`config.mk`:
```
export PLATFORM = sky130hd
export DESIGN_NAME = atan2_front
export DESIGN_NICKNAME = d
export VERILOG_FILES = /design/src/rtl/atan2_pkg.sv /design/src/rtl/atan2_opclass.sv /design/src/rtl/atan2_special.sv /design/src/rtl/atan2_octant.sv /design/src/rtl/atan2_front.sv
export SDC_FILE = /design/constraint.sdc
export NUM_CORES = 1
export LEC_CHECK = 0
export BUFFER_PORTS_ARGS = -buffer_cell sky130_fd_sc_hd__buf_4
export CAP_MARGIN = 10
export CORE_MARGIN = 5
export CORE_UTILIZATION = 51
export CTS_BUF_LIST = sky130_fd_sc_hd__clkbuf_4 sky130_fd_sc_hd__clkbuf_8 sky130_fd_sc_hd__clkbuf_16
export DETAILED_ROUTE_END_ITERATION = 8
export HOLD_SLACK_MARGIN = 0.12
export MAX_ROUTING_LAYER = met4
export PLACE_DENSITY = 0.82
export SKIP_CTS_REPAIR_TIMING = 1
export SYNTH_ARGS = -nofsm -noshare
export SYNTH_HDL_FRONTEND = slang
export SYNTH_SLANG_ARGS = --single-unit
```
`constraint.sdc`:
```
create_clock -name clk -period 1.15 [get_ports clk]
set_clock_uncertainty 0.1 [all_clocks]
set_input_delay 0.0575 -clock clk [delete_from_list [all_inputs] [get_ports clk]]
set_output_delay 0.0575 -clock clk [all_outputs]
set_load 0.005 [all_outputs]
```
`src/rtl/atan2_pkg.sv`:
```
package atan2_pkg;

   localparam int FP_W   = 32;
   localparam int FP_EXP = 8;
   localparam int FP_MAN = 23;

   // single-precision constants, sign bit clear
   localparam logic [FP_W-1:0] K_PI      = 32'h40490FDB;
   localparam logic [FP_W-1:0] K_HALF_PI = 32'h3FC90FDB;
   localparam logic [FP_W-1:0] K_QTR_PI  = 32'h3F490FDB;
   localparam logic [FP_W-1:0] K_3QTR_PI = 32'h4016CBE4;
   localparam logic [FP_W-1:0] K_ZERO    = 32'h00000000;

   typedef struct packed {
      logic nan;
      logic inf;
      logic zero;
      logic sign;
   } opclass_t;

   typedef enum logic [1:0] {
      OFS_NONE    = 2'b00,
      OFS_HALF_PI = 2'b01,
      OFS_PI      = 2'b10
   } ofs_e;

   typedef struct packed {
      logic            special;
      logic [FP_W-1:0] result;
      logic            use_xy;
      logic            negate;
      ofs_e            ofs;
      logic            ofs_neg;
   } stage_t;

   function automatic logic [FP_W-1:0] put_sign(input logic [FP_W-1:0] v, input logic s);
      return {s, v[FP_W-2:0]};
   endfunction

endpackage

```
`src/rtl/atan2_opclass.sv`:
```
module atan2_opclass
   import atan2_pkg::*;
#(
   parameter int EXP_W = 8,
   parameter int MAN_W = 23
) (
   input  logic [EXP_W+MAN_W:0]   op,
   output opclass_t               cls,
   output logic [EXP_W+MAN_W-1:0] mag
);
   localparam int W = 1 + EXP_W + MAN_W;

   logic [EXP_W-1:0] exp_f;
   logic [MAN_W-1:0] man_f;
   logic             exp_max;
   logic             exp_min;
   logic             man_nz;

   assign exp_f   = op[W-2:MAN_W];
   assign man_f   = op[MAN_W-1:0];
   assign exp_max = &exp_f;
   assign exp_min = ~|exp_f;
   assign man_nz  = |man_f;

   always_comb begin
      cls.sign = op[W-1];
      cls.nan  = exp_max & man_nz;
      cls.inf  = exp_max & ~man_nz;
      // subnormals fall through as finite nonzero
      cls.zero = exp_min & ~man_nz;
   end

   assign mag = op[W-2:0];

endmodule

```
`src/rtl/atan2_special.sv`:
```
module atan2_special
   import atan2_pkg::*;
(
   input  logic [FP_W-1:0] x,
   input  logic [FP_W-1:0] y,
   input  opclass_t        xc,
   input  opclass_t        yc,
   output logic            is_special,
   output logic [FP_W-1:0] result
);
   logic x_fin;
   logic y_fin_nz;

   assign x_fin    = ~xc.nan & ~xc.inf;
   assign y_fin_nz = ~yc.nan & ~yc.inf & ~yc.zero;

   always_comb begin
      is_special = 1'b1;
      result     = K_ZERO;
      if (xc.nan) begin
         result = x;
      end else if (yc.nan) begin
         result = y;
      end else if (xc.inf && !xc.sign) begin
         result = put_sign(yc.inf ? K_QTR_PI : K_ZERO, yc.sign);
      end else if (xc.inf && xc.sign) begin
         result = put_sign(yc.inf ? K_3QTR_PI : K_PI, yc.sign);
      end else if (yc.inf) begin
         result = put_sign(K_HALF_PI, yc.sign);
      end else if (xc.zero && y_fin_nz) begin
         result = put_sign(K_HALF_PI, yc.sign);
      end else if (yc.zero && x_fin) begin
         result = put_sign(xc.sign ? K_PI : K_ZERO, yc.sign);
      end else begin
         is_special = 1'b0;
         result     = K_ZERO;
      end
   end

endmodule

```
`src/rtl/atan2_octant.sv`:
```
module atan2_octant
   import atan2_pkg::*;
#(
   parameter int MAG_W = 31
) (
   input  logic [MAG_W-1:0] xmag,
   input  logic [MAG_W-1:0] ymag,
   input  logic             xsign,
   input  logic             ysign,
   output logic             use_xy,
   output logic             negate,
   output ofs_e             ofs,
   output logic             ofs_neg
);
   logic steep;

   // sign-stripped encodings order like the magnitudes; a tie stays shallow
   assign steep = ymag > xmag;

   always_comb begin
      use_xy  = steep;
      negate  = steep;
      ofs_neg = 1'b0;
      ofs     = OFS_NONE;
      if (steep) begin
         ofs     = OFS_HALF_PI;
         ofs_neg = ysign;
      end else if (xsign) begin
         ofs     = OFS_PI;
         ofs_neg = ysign;
      end
   end

endmodule

```
`src/rtl/atan2_front.sv`:
```
module atan2_front
   import atan2_pkg::*;
#(
   parameter int EXP_W     = 8,
   parameter int MAN_W     = 23,
   parameter bit ASYNC_RST = 1'b1
) (
   input  logic        clk,
   input  logic        rst_n,
   input  logic        in_valid,
   input  logic [31:0] in_x,
   input  logic [31:0] in_y,
   output logic        out_valid,
   output logic        out_special,
   output logic [31:0] out_result,
   output logic        out_use_xy,
   output logic        out_negate,
   output logic [1:0]  out_ofs_sel,
   output logic        out_ofs_neg
);
   localparam int W     = 1 + EXP_W + MAN_W;
   localparam int MAG_W = W - 1;
   localparam int N_OP  = 2;

   generate
      if (EXP_W != FP_EXP || MAN_W != FP_MAN) begin : g_bad_fmt
         $error("atan2_front: constants are single precision only");
      end
   endgenerate

   logic [W-1:0]     ops [N_OP];
   opclass_t         cls [N_OP];
   logic [MAG_W-1:0] mag [N_OP];

   assign ops[0] = in_x;
   assign ops[1] = in_y;

   generate
      for (genvar g = 0; g < N_OP; g++) begin : g_cls
         atan2_opclass #(
            .EXP_W(EXP_W),
            .MAN_W(MAN_W)
         ) u_cls (
            .op (ops[g]),
            .cls(cls[g]),
            .mag(mag[g])
         );
      end
   endgenerate

   logic        sp_hit;
   logic [31:0] sp_res;

   atan2_special u_spec (
      .x         (in_x),
      .y         (in_y),
      .xc        (cls[0]),
      .yc        (cls[1]),
      .is_special(sp_hit),
      .result    (sp_res)
   );

   logic oc_use_xy;
   logic oc_negate;
   ofs_e oc_ofs;
   logic oc_ofs_neg;

   atan2_octant #(
      .MAG_W(MAG_W)
   ) u_oct (
      .xmag   (mag[0]),
      .ymag   (mag[1]),
      .xsign  (cls[0].sign),
      .ysign  (cls[1].sign),
      .use_xy (oc_use_xy),
      .negate (oc_negate),
      .ofs    (oc_ofs),
      .ofs_neg(oc_ofs_neg)
   );

   stage_t nxt;
   stage_t cur;
   logic   vld_q;

   always_comb begin
      nxt.special = sp_hit;
      nxt.result  = sp_res;
      nxt.use_xy  = oc_use_xy & ~sp_hit;
      nxt.negate  = oc_negate & ~sp_hit;
      nxt.ofs     = sp_hit ? OFS_NONE : oc_ofs;
      nxt.ofs_neg = oc_ofs_neg & ~sp_hit;
   end

   generate
      if (ASYNC_RST) begin : g_arst
         always_ff @(posedge clk or negedge rst_n) begin
            if (!rst_n) begin
               vld_q <= 1'b0;
               cur   <= '0;
            end else begin
               vld_q <= in_valid;
               if (in_valid) cur <= nxt;
            end
         end
      end else begin : g_srst
         always_ff @(posedge clk) begin
            if (!rst_n) begin
               vld_q <= 1'b0;
               cur   <= '0;
            end else begin
               vld_q <= in_valid;
               if (in_valid) cur <= nxt;
            end
         end
      end
   endgenerate

   assign out_valid   = vld_q;
   assign out_special = cur.special;
   assign out_result  = cur.result;
   assign out_use_xy  = cur.use_xy;
   assign out_negate  = cur.negate;
   assign out_ofs_sel = cur.ofs;
   assign out_ofs_neg = cur.ofs_neg;

endmodule

```
# After elaboration in Yosys (flattened, before gate mapping)
# Index checks and enable logic that the tools add are counted.
[word_totals]
ff_bits = 38
output_inout_bits = 39
[classes]
order_cmp = 1
n_mux = 22
bitwise_logic = 19
n_reduce_logical = 13
[op_table]
columns = ["cell", "count"]
rows = [
  ["32-bit 2-to-1 mux", 7],
  ["23-bit OR reduction", 2],
  ["31-bit greater-than comparator", 1],
  ["31-bit 2-to-1 mux", 1],
  ["30-bit 2-to-1 mux", 1],
  ["23-bit 2-to-1 mux", 1],
  ["8-bit AND reduction", 2],
  ["8-bit OR reduction", 2],
  ["1-bit bitwise AND", 11],
  ["1-bit 2-to-1 mux", 9],
  ["1-bit NOT", 8],
  ["2-bit 2-to-1 mux", 3],
  ["1-bit logical AND", 4],
  ["1-bit zero test", 3],
]

# Logic depth before layout (Yosys ltp)
[depth]
ltp_word = 15
ltp_mapped = 8
depth_no_buf = 8

# Cells and area by module
# Synthesis repeated with hierarchy kept, for this count alone.
[hier_totals]
cells_unflattened = 398
area_unflattened_um2 = 3692.3
[by_module_without_submodules]
columns = ["mod", "n_inst", "cells_per_inst", "area_each_um2", "seq_area_each_um2"]
rows = [
  ["atan2_front", 1, 92, 1617.8, 975.9],
  ["atan2_octant", 1, 120, 825.8, 0.0],
  ["atan2_opclass", 2, 49, 341.6, 0.0],
  ["atan2_special", 1, 88, 565.5, 0.0],
]

# Worst setup path after synthesis
# OpenSTA, ideal clock, no wires.
[synth_timing]
kind = "input-to-reg"
start = "input in_x[21]"
end = "register cur (netlist bit out_ofs_sel[1])"
setup_ps = 122
arrival_time_ps = 1620
t_required_ps = 928
path_slack_ps = -692
stages = 8
cell_sequence = "inv_1 -> ha_1 -> nand4_1 -> nor4_1 -> o311ai_0 -> a31oi_1 -> o21ai_0 -> a32o_1"
[synth_via]
elab_chain_len = 14
[synth_rtl]
columns = ["item", "line_no", "source"]
rows = [
  ["from (decl)", "atan2_front.sv:11", "input logic [31:0] in_x,"],
  ["23-bit OR reduction", "atan2_opclass.sv:23", "assign man_nz = |man_f;"],
  ["1-bit NOT", "atan2_opclass.sv:28, atan2_opclass.sv:30", ""],
  ["1-bit bitwise AND", "atan2_opclass.sv:28", "cls.inf = exp_max & ~man_nz;"],
  ["1-bit NOT", "atan2_special.sv:14", "assign x_fin = ~xc.nan & ~xc.inf;"],
  ["1-bit bitwise AND", "atan2_special.sv:14", ""],
  ["1-bit logical AND", "atan2_special.sv:32", "end else if (yc.zero && x_fin) begin"],
  ["1-bit 2-to-1 mux", "atan2_special.sv:32", ""],
  ["1-bit 2-to-1 mux", "atan2_special.sv:30", "end else if (xc.zero && y_fin_nz) begin"],
  ["1-bit 2-to-1 mux", "atan2_special.sv:28", "end else if (yc.inf) begin"],
  ["1-bit 2-to-1 mux", "atan2_special.sv:26", "end else if (xc.inf && xc.sign) begin"],
  ["1-bit 2-to-1 mux", "atan2_special.sv:24", "end else if (xc.inf && !xc.sign) begin"],
  ["1-bit 2-to-1 mux", "atan2_special.sv:22", "end else if (yc.nan) begin"],
  ["1-bit 2-to-1 mux", "atan2_special.sv:20", "if (xc.nan) begin"],
  ["2-bit 2-to-1 mux *", "atan2_front.sv:90", "nxt.ofs = sp_hit ? OFS_NONE : oc_ofs;"],
  ["to (signal assigned)", "atan2_front.sv:102", "if (in_valid) cur <= nxt;"],
  ["to (decl)", "atan2_front.sv:82", "stage_t cur;"],
]
# Mark *: on every way between the ends. The rest lies on a longest branch, timed or not.
# A chain may end at the register's enable or synchronous reset.

# Final worst setup path
[layout_timing]
start = "input in_x[9]"
end = "register cur (netlist bit out_result[4])"
[layout_via]
elab_chain_len = 13
[layout_rtl]
columns = ["item", "line_no"]
rows = [
  ["23-bit OR reduction *", "atan2_opclass.sv:23"],
  ["1-bit NOT", "atan2_opclass.sv:28, atan2_opclass.sv:30"],
  ["1-bit bitwise AND", "atan2_opclass.sv:28"],
  ["1-bit NOT", "atan2_special.sv:14"],
  ["1-bit bitwise AND", "atan2_special.sv:14"],
  ["1-bit logical AND", "atan2_special.sv:32"],
  ["32-bit 2-to-1 mux", "atan2_special.sv:32"],
  ["32-bit 2-to-1 mux", "atan2_special.sv:30"],
  ["32-bit 2-to-1 mux", "atan2_special.sv:28"],
  ["32-bit 2-to-1 mux", "atan2_special.sv:26"],
  ["32-bit 2-to-1 mux", "atan2_special.sv:24"],
  ["32-bit 2-to-1 mux", "atan2_special.sv:22"],
  ["32-bit 2-to-1 mux *", "atan2_special.sv:20"],
]
# Marks and branches as above.

==> metrics <==
outcome=finished with violations; failing checks=setup timing; total wire length=17.67 mm; Hold Path Class=primary input to register; Final Hold Violating Endpoints=0; Pwr Density=848.2 mW/mm^2; grt ovf=0; Worst Hold Path Cells=4; worst flop-to-flop path startpoint=out_result[10]; All-Layer GR Usage=0.3102; vias in the first global route=~3,800; Rel. slew slack=0.6450; CTS tree=done; Synth Area in Compound Gates=0.2415; Period minus WS final=1.819 ns; endpoint class of the critical path=register; final setup TNS=-18.24 ns; maxcap violations=0; Port Buffers=105; CP max FO=8; synth unique cells=51; largest family of logic cells by synthesized area=simple AND/OR/NAND/NOR gates; CTS root buf=clkbuf_8; Die Y=between 80 and 90 um; YS warnings=0; slowest CP cell=o41ai_4; ant diodes=0; XOR/XNOR Fraction of Synth Area=0; Worst Hold End=out_result[21]; Final setup viols=36; leading area contributor after synthesis=dfrtp_1; Synth Area in Simple Gates=0.2449; number of buffers and inverters on the critical path=4; fmax=between 500 and 600 MHz; CTS sink cnt=37; Syn Area/Cell=8.375 um^2; worst-skew pair later-pin latency=0.30 ns; Die ar.=0.007400 mm^2; mux cell area share after synthesis=0; Slew @ Worst Pin=0.5324 ns; register area share after synthesis=0.3141; Syn Nets=450; maximum VDD drop=0.8546 mV; largest cells by area after synthesis=dfrtp_1, ha_1, nor2_1, nand2_1, inv_1; share of layout cells above drive strength 1=0.4891; gpl congestion=0.9454; WL per Instance=28.50 um; router iterations before antenna repair=6; Post-Synthesis Cells=352; worst reg-to-reg path cell count=4; unrepaired setup endpoints after global routing=true; final worst slack=-0.6687 ns; Commonest cells post-synth=nor2_1, dfrtp_1, nand2_1; hold path start=in_x[21]; via count=4,483; number of routed nets with antenna violations=0; CP cell instances=buf_4 -> nor3_1 -> buf_4 -> and4_4 -> nand2_4 -> o41ai_4 -> a221oi_4 -> buf_12 -> buf_12 -> o21ai_4; Bufs on Longest Clock Path=2; top_reg_cell synth=dfrtp_1; Post-synth EDFFs=0; crit-path max cell delay=0.47 ns; R2R Setup Slk=-0.14 ns; htree depth=2; area grow syn2layout=79.67%; I/O pin total=106; CP arrival=approximately 2.0 ns; fin crit share=1.581; Slew Limit Fails=0; std cell rows=27; initial core utilization=0.5288; post-DP HPWL=8.586 mm; via/cell ratio=7.231; CP Launch Type=primary input; nets@finish=645; Req. time, crit path=1.28 ns; drt drc=0; mapped cell area=0.002948 mm^2; Yosys top cell area share=0.3141; crit path kind=primary input to register; core area=0.005574 mm^2; Synth Register Bits=37; crit-path leading delay family=compound AO/OA/AOI/OAI gates; CTS buffer count=5; starting DRC count in detailed routing=756; most frequent cell after synthesis=nor2_1; initial antenna violation count=0; fill count=142; worst slack, placed=-0.9027 ns; CTS clk-pin slew, worst paths=approximately 0.09 ns; Die Wd=86.03 um; Reg2Reg Capture Point=out_result[10]; async set or reset register ratio after synthesis=1.000; largest net degree at the start of global routing=38; first-pass GRT wire length=17.80 mm; area share of fa/ha/maj cells after synthesis=0.1316; Leak=2.493 nW
[logic make-up (layout without fill, tap and decap cells)]
logic type,Yosys count,count (layout)
adder cells (fa/ha/maj),31,31
flip-flops,37,37
buffers and inverters,48,244
AO/OA/AOI/OAI,97,97
AND/OR/NAND/NOR,139,139
[how the worst max path moves through the flow]
stage / slack [ns] / end / from / cells past startpoint
after floorplan: -0.45 / out_result[9] / in_y[22] / 7
after global placement: -0.82 / out_result[27] / in_y[23] / 8
after detailed placement: -0.90 / out_result[27] / in_y[24] / 8
after CTS: -0.60 / out_ofs_sel[1] / in_y[22] / 9
after global routing: -0.75 / out_ofs_sel[1] / in_y[10] / 9
final: -0.67 / out_result[4] / in_x[9] / 10
[power by group]
part / switching [mW] / total [mW] / internal [mW]
Sequential: 0.0768 / 1.47 / 1.40
Combinational: 0.822 / 1.59 / 0.767
Clock: 0.557 / 1.43 / 0.874
Total: 1.46 / 4.49 / 3.04
[worst reg2reg max path, delay by kind of cell, from the launching register on]
family / cells / cell delay (ns)
compound gates: 3 / 0.62
flops: 1 / 0.42
simple gates: 1 / 0.09
[through the flow]
stage	hold WS, ns	total power [mW]	std cells	utilization	cell area, um^2
after floorplan	-0.3381	1.925	352	-	3123
after global placement	-0.05032	2.599	581	0.8018	4469
after detailed placement	-0.04583	2.646	581	0.8018	4469
after CTS	-0.3618	4.048	589	0.8265	4607
after global routing	0.06170	4.573	620	0.9502	5296
final	0.07286	4.492	620	0.9502	5296
[cell type report]
| type | instances | area, um^2 | share of cell area |
|---|---|---|---|
| clock buffer | 5 | 68.82 | 0.01299 |
| clock inverter | 3 | 68.82 | 0.01299 |
| inverter | 35 | 138.9 | 0.02622 |
| multi-input combinational | 267 | 2271 | 0.4288 |
| sequential | 37 | 925.9 | 0.1748 |
| tap | 72 | 90.09 | 0.01701 |
| timing repair buffer | 201 | 1733 | 0.3272 |
[layer usage]
metal / part of all wire / wire, um / track usage / vias to the layer above
met4: 0.10 / 1773 / 0.1496 / 0
met5: 0 / 0 / - / -
met2: 0.44 / 7710 / 0.5256 / 574
li1: - / - / - / 1673
met3: 0.14 / 2504 / 0.05572 / 232
met1: 0.32 / 5684 / 0.3513 / 2004
[registers in the layout, indices dropped and copies added, names as in the netlist]
name         flops
out_valid        1
out_result      32
out_ofs_sel      2
out_special      1
out_ofs_neg      1
[placed cells by master (no fill, tap or decap), types with 9 or more instances in the layout]
master / netlist / layout
buf_4: 2 / 150
dlygate4sd3_1: 0 / 24
buf_6: 1 / 17
a31oi_1: 13 / 13
nor4_4: 1 / 13
dfrtp_1: 37 / 37
ha_1: 31 / 25
a21oi_1: 24 / 17
inv_1: 35 / 31
nand4_1: 9 / 9
nor2_1: 45 / 43
o21ai_0: 13 / 11
nand2_1: 37 / 36
Note: power is estimated with default switching activity, not from simulation.
